--- config.mk ---
export PLATFORM = sky130hd
export DESIGN_NAME = gpio_irq_ctrl
export DESIGN_NICKNAME = d
export VERILOG_FILES = /design/src/rtl/gpio_irq_ctrl.sv
export SDC_FILE = /design/constraint.sdc
export NUM_CORES = 1
export LEC_CHECK = 0
export ABC_AREA = 1
export BUFFER_PORTS_ARGS = -buffer_cell sky130_fd_sc_hd__buf_2
export CORE_MARGIN = 3
export CORE_UTILIZATION = 35
export DETAILED_ROUTE_END_ITERATION = 12
export GPL_TIMING_DRIVEN = 0
export PLACE_DENSITY = 0.62
export SLEW_MARGIN = 20
export SYNTH_ARGS = -nofsm -noshare
export SYNTH_HDL_FRONTEND = slang
export SYNTH_SLANG_ARGS = --single-unit
export TNS_END_PERCENT = 100
--- constraint.sdc ---
create_clock -name clk -period 1.21 [get_ports clk]
set_input_delay 0.121 -clock clk [delete_from_list [all_inputs] [get_ports clk]]
set_output_delay 0.121 -clock clk [all_outputs]
set_load 0.05 [all_outputs]
--- src/rtl/gpio_irq_ctrl.sv ---
module gpio_irq_ctrl #(
  parameter int ADDR_W = 8
) (
  input  logic              clk,
  input  logic              rst_n,
  input  logic [31:0]       pin_in,
  input  logic [ADDR_W-1:0] bus_addr,
  input  logic              wr_en,
  input  logic [31:0]       wr_data,
  input  logic              rd_en,
  output logic [31:0]       rd_data,
  output logic              irq
);
  localparam logic [ADDR_W-1:0] A_CFGA = ADDR_W'(12);
  localparam logic [ADDR_W-1:0] A_CFGB = ADDR_W'(16);
  localparam logic [ADDR_W-1:0] A_MASK = ADDR_W'(20);
  localparam logic [ADDR_W-1:0] A_STAT = ADDR_W'(24);
  localparam logic [ADDR_W-1:0] A_ANY  = ADDR_W'(28);

  logic [31:0] cfg_a, cfg_b, mask_q, any_q, stat_q, pin_q, rd_q;
  logic        irq_q;
  logic [31:0] hit, clr, rd_mux;
  logic [63:0] codes;

  assign codes = {cfg_b, cfg_a};
  assign clr   = (wr_en && bus_addr == A_STAT) ? wr_data : 32'h0;

  for (genvar p = 0; p < 32; p++) begin : g_pin
    logic [1:0] code;
    logic       rise, fall;
    assign code = codes[2*p +: 2];
    assign rise = pin_in[p] & ~pin_q[p];
    assign fall = ~pin_in[p] & pin_q[p];
    assign hit[p] = any_q[p]     ? (rise | fall) :
                    (code == 2'd0) ? ~pin_in[p] :
                    (code == 2'd1) ?  pin_in[p] :
                    (code == 2'd2) ?  rise : fall;
  end

  always_comb begin
    case (bus_addr)
      A_CFGA:  rd_mux = cfg_a;
      A_CFGB:  rd_mux = cfg_b;
      A_MASK:  rd_mux = mask_q;
      A_STAT:  rd_mux = stat_q;
      A_ANY:   rd_mux = any_q;
      default: rd_mux = 32'h0;
    endcase
  end

  always_ff @(posedge clk or negedge rst_n) begin
    if (!rst_n) begin
      cfg_a  <= '0;
      cfg_b  <= '0;
      mask_q <= '0;
      any_q  <= '0;
      stat_q <= '0;
      pin_q  <= '0;
      rd_q   <= '0;
      irq_q  <= 1'b0;
    end else begin
      pin_q  <= pin_in;
      stat_q <= (stat_q & ~clr) | hit;
      irq_q  <= |(stat_q & mask_q);
      if (rd_en) rd_q <= rd_mux;
      if (wr_en) begin
        if (bus_addr == A_CFGA) cfg_a  <= wr_data;
        if (bus_addr == A_CFGB) cfg_b  <= wr_data;
        if (bus_addr == A_MASK) mask_q <= wr_data;
        if (bus_addr == A_ANY)  any_q  <= wr_data;
      end
    end
  end

  assign rd_data = rd_q;
  assign irq     = irq_q;
endmodule

# == Word-level counts from Yosys, hierarchy flattened ==
# Index checks and enable logic that the tools add are counted.
# word_totals
register_bits,225
inputBits,76
output_inout_bits,33
# op_classes
n_eq_ne,69
muxes,130
bitwise_logic,164
n_reduce_logical,38
# op_table
operator,n
32-bit one-hot mux with 5 select lines,1
1-bit 2-to-1 mux,128
1-bit bitwise AND,64
32-bit bitwise AND,2
2-bit by 1-bit equality test with 1-bit output (second input constant),32
2-bit equality test (second input constant),32
2-bit zero test,32
1-bit NOT,64
8-bit by 5-bit equality test with 1-bit output (second input constant),4
32-bit 2-to-1 mux,1
32-bit NOT,1
1-bit bitwise OR,32
32-bit bitwise OR,1
32-bit OR reduction,1
8-bit by 4-bit equality test with 1-bit output (second input constant),1
2-bit AND reduction,4
1-bit logical AND,1

# == Depth between registers and ports, before layout ==
# logic_depth
depth_word,7
ltp_mapped,9

# == Worst setup path after synthesis ==
# Ideal clock, no wire load.
# synth_timing
kind,input to register
from,in bus_addr[1]
to,reg stat_q[5]
arrival_time_ns,1.003
path_slack_ns,0.086
cell_stages,9
n_path_buf,2
path_cell_list,inv_1 > nand2_4 > nor2_2 > and3_1 > buf_2 > buf_4 > nand2_1 > nand2_1 > nand2_1
# synth_via
elab_chain_cells,6
# synth_lines
element,line_no,text
"start, declared",7,"input logic [ADDR_W-1:0] bus_addr,"
8-bit by 5-bit equality test with 1-bit output,26,assign clr = (wr_en && bus_addr == A_STAT) ? wr_data : 32'h0;
1-bit logical AND,26,
32-bit 2-to-1 mux,26,
32-bit NOT,63,stat_q <= (stat_q & ~clr) | hit;
32-bit bitwise AND,63,
32-bit bitwise OR,63,
"end signal, assigned",63,
"end, declared",20,"logic [31:0] cfg_a, cfg_b, mask_q, any_q, stat_q, pin_q, rd_q;"
# No other way between the ends.
# A chain may end at the register's enable or synchronous reset.

# == Worst setup path in the final report ==
# layout_timing
from,"reg rd_q[12], in the netlist rd_data[12]"
to,out rd_data[12]
# layout_lines
element,line_no,text
"start, declared",20,
"start signal, assigned",65,if (rd_en) rd_q <= rd_mux;
"end, declared",11,"output logic [31:0] rd_data,"
# No word-level cell between the ends.

==> results by group <==
CTS
  – Root buf cell: clkbuf_16
  – CTS Sinks: 225
  – Worst-path clk slew: 0.06 ns
  – CTS Buffer Depth: 3
  – Skew-Pair Late Insertion Delay: 0.53 ns
  – Hold buffers post-CTS: 65
  – CTS tree: done
  – H-tree depth: 1
  – Number of CTS-inserted buffers: 26

Pwr
  – Peak VDD IR: 0.000998 V
  – Leak: 7.60 nW
  – Total power: 0.0178 W
  – Power per Cell Area: 1180 nW/um^2

Critical path
  – Slowest cell on crit path: dfrtp_1
  – Critical Path AT: 1.16 ns
  – CP Buf/Inv Count: 1
  – Reg-to-reg critical path startpoint: stat_q[19]$_DFF_PN0_
  – Levels on crit path: 1
  – CP Capture Type: output pin
  – Worst R2R Setup Slack: -0.04 ns
  – Startpoint types: flip-flop
  – Worst path top cell family by delay: flip-flops
  – Worst-path maximum fanout: 2
  – Worst Reg-to-Reg Cells: 5
  – Worst Path Required: 1.09 ns
  – FF-to-FF End: irq$_DFF_PN0_
  – Slowest stage delay, CP: 0.43 ns
  – Worst Path Class, Setup: reg -> out
  – Cell Chain, Critical Path: buf_6

Die
  – Die boundary width: 190 um
  – Die ar.: 36100 sq um
  – Core outline area: 32900 sq um
  – Initial Util: 0.359
  – Rows: 66
  – Ports: 109
  – Vert. Die Dim: 190 um

Drt
  – DRC: 0
  – 1st-iter DRT viols: 1139
  – Vias: 11281
  – Pre-antenna DRT Iters: 7
  – Routed WL: 39700 um
  – Drt via density: 5.21
  – Drt wl/cell: 18.3 um
  – Post-DRT Antenna Nets: 0

Yosys
  – Largest family of logic cells by synthesized area: simple AND/OR/NAND/NOR gates
  – Top cell type's share of synthesized area: 0.476
  – Synth Area in Compound Gates: 0.142
  – Synth Area per Inst: 8.03 sq um
  – Largest area contributor in the netlist: dfrtp_1
  – Post-synthesis mux area share: 0
  – Post-synthesis xor/xnor area fraction: 0.00814
  – Mapped Cells: 1475
  – Top cells by area, synth: dfrtp_1 48%, nand2_1 11%, nand3_1 8.2%, o21ai_0 7.0%, ha_1 6.8%
  – Number of distinct library cells after synthesis: 27
  – Post-Syn Area: 11800 sq um
  – Most common cell in the synthesized netlist: nand2_1
  – Adder-Cell Fraction of Synth Area: 0.0676
  – Post-synth EDFFs: 0
  – Post-synthesis simple-gate area fraction: 0.227
  – Synth Warn #: 0
  – Register area share after synthesis: 0.476
  – Top cells by count, synth: 347 x nand2_1, 225 x dfrtp_1, 193 x nand3_1
  – Share of flip-flops with an asynchronous set or reset: 1.00
  – Synthesized net count: 1615
  – Synthesized flop and latch total: 225
  – Top FF cell, synth: dfrtp_1

Run
  – Maxcap violations: 0

STA
  – Max Slew Vio Count: 0
  – Fin crit share: 1.05
  – Final setup fails: 6
  – Relative slew slack: 0.531
  – RSZ-0062 raised after global routing: yes
  – Setup Skew: 0.0113 ns
  – Fin. Hold Viols: 129
  – WHS: -0.524 ns
  – Final min period: 1.28 ns
  – Final worst slack: -0.0663 ns
  – Worst-Margin Slew: 0.703 ns
  – F_max: 784 MHz

Global routing
  – Vias in the first global route: 11098
  – Gr ovfl total: 0
  – First-pass GRT wire length: 61300 um
  – Antenna violations before repair: 0
  – Maximum number of pins on one net before global-route repair: 97
  – GRT Util Overall: 0.216

Outcome
  – Failing checks: hold timing, setup timing
  – Status: complete, but fails checks

Cells and area
  – Non-filler cells, final: 2166
  – Layout cells sized above 1: 0.155
  – Final #Nets: 1847
  – Finished Cell Area: 15000 sq um
  – Area delta synth->final: 27.0%
  – Ant diodes: 0

Placed design
  – Inst Count DP: 2026
  – Detail Placement HPWL: 27900 um
  – IO Port Bufs: 107
  – Post-Place Cell Area: 13000 sq um
  – Placer Congestion: 0.916

Min path
  – Hold WC Path Type: in -> async
-- layout by cell type (no fill, tap or decap), types with 4 or more instances in the layout --
master / Yosys / routed
nand3_1: 193 / 193
buf_2: 21 / 97
ha_2: 0 / 9
buf_4: 6 / 36
a21oi_1: 54 / 45
nor2_2: 1 / 6
clkbuf_2: 0 / 10
clkbuf_16: 0 / 27
clkbuf_8: 0 / 5
dfrtp_1: 225 / 222
nand2_1: 347 / 346
a21oi_2: 0 / 9
o21bai_1: 32 / 32
nor2_1: 72 / 67
xor2_1: 11 / 11
o21ai_1: 36 / 62
inv_1: 168 / 168
nand3_2: 4 / 4
ha_1: 64 / 55
dlygate4sd3_1: 0 / 65
o21ai_0: 166 / 134
o21ai_2: 0 / 6
clkbuf_1: 32 / 33
buf_6: 0 / 33
nor2_4: 4 / 4
a22o_1: 10 / 10
o22ai_1: 11 / 9
-- stage by stage --
stage / setup TNS (ns) / util / setup slack (ns)
detailed placement: -86.45 / 0.394 / -0.568
global route: -0.870 / 0.456 / -0.0812
floorplan: 0 / - / 0.0861
finish: -0.221 / 0.456 / -0.0663
CTS: -0.342 / 0.449 / -0.0743
global placement: -988.28 / 0.392 / -4.10
-- worst max-delay path by stage --
stage | startpoint | to | slack [ns]
2_1_floorplan | bus_addr[1] | stat_q[5]$_DFF_PN0_ | 0.09
3_3_place_gp | rst_n | pin_q[6]$_DFF_PN0_ | -4.10
3_5_place_dp | bus_addr[1] | rd_data[28]$_DFFE_PN0P_ | -0.57
4_1_cts | rd_data[11]$_DFFE_PN0P_ | rd_data[11] | -0.07
5_1_grt | rd_data[11]$_DFFE_PN0P_ | rd_data[11] | -0.08
6_report | rd_data[12]$_DFFE_PN0P_ | rd_data[12] | -0.07
-- power breakdown --
part / switching [W] / leakage, nW / internal (W)
clock: 0.00317 / 0.403 / 0.00458
combinational: 0.00117 / 4.33 / 0.000768
sequential: 0.000303 / 2.87 / 0.00780
-- logic make-up after synthesis --
logic type | Yosys count
buffers and inverters | 239
XOR/XNOR | 11
flip-flops | 225
AND/OR/NAND/NOR | 627
adder cells (fa/ha/maj) | 64
AO/OA/AOI/OAI | 309
-- registers in the layout, indices dropped and copies added (netlist names) --
name,count
irq,1
pin_q,32
mask_q,32
stat_q,32
cfg_a,32
any_q,32
cfg_b,32
rd_data,32
-- layout make-up --
cell class | instances | area (sq um)
clock inverter | 6 | 60.1
buffer | 68 | 320
timing repair buffer | 204 | 1680
inverter | 171 | 642
multi-input combinational | 1011 | 5370
clock buffer | 39 | 771
sequential | 225 | 5630
fill | 3261 | 17900
tap | 442 | 553
-- repair_timing --
item                                   CTS  global route
setup endpoints to repair               43            93
buffers inserted                        12            18
endpoints found under the hold margin  320           129
gates cloned                             0             0
pin swaps                                8            47
gates resized for setup                 78            74
-- layer usage --
| metal | vias up | GRT usage | part of all wire |
|---|---|---|---|
| met5 | - | 0 | 0 |
| met4 | 0 | 0.0989 | 0.046 |
| met3 | 121 | 0.0394 | 0.082 |
| met2 | 480 | 0.335 | 0.44 |
| met1 | 5388 | 0.295 | 0.43 |
| li1 | 5292 | - | - |
Power figures use the tool's default switching activity.
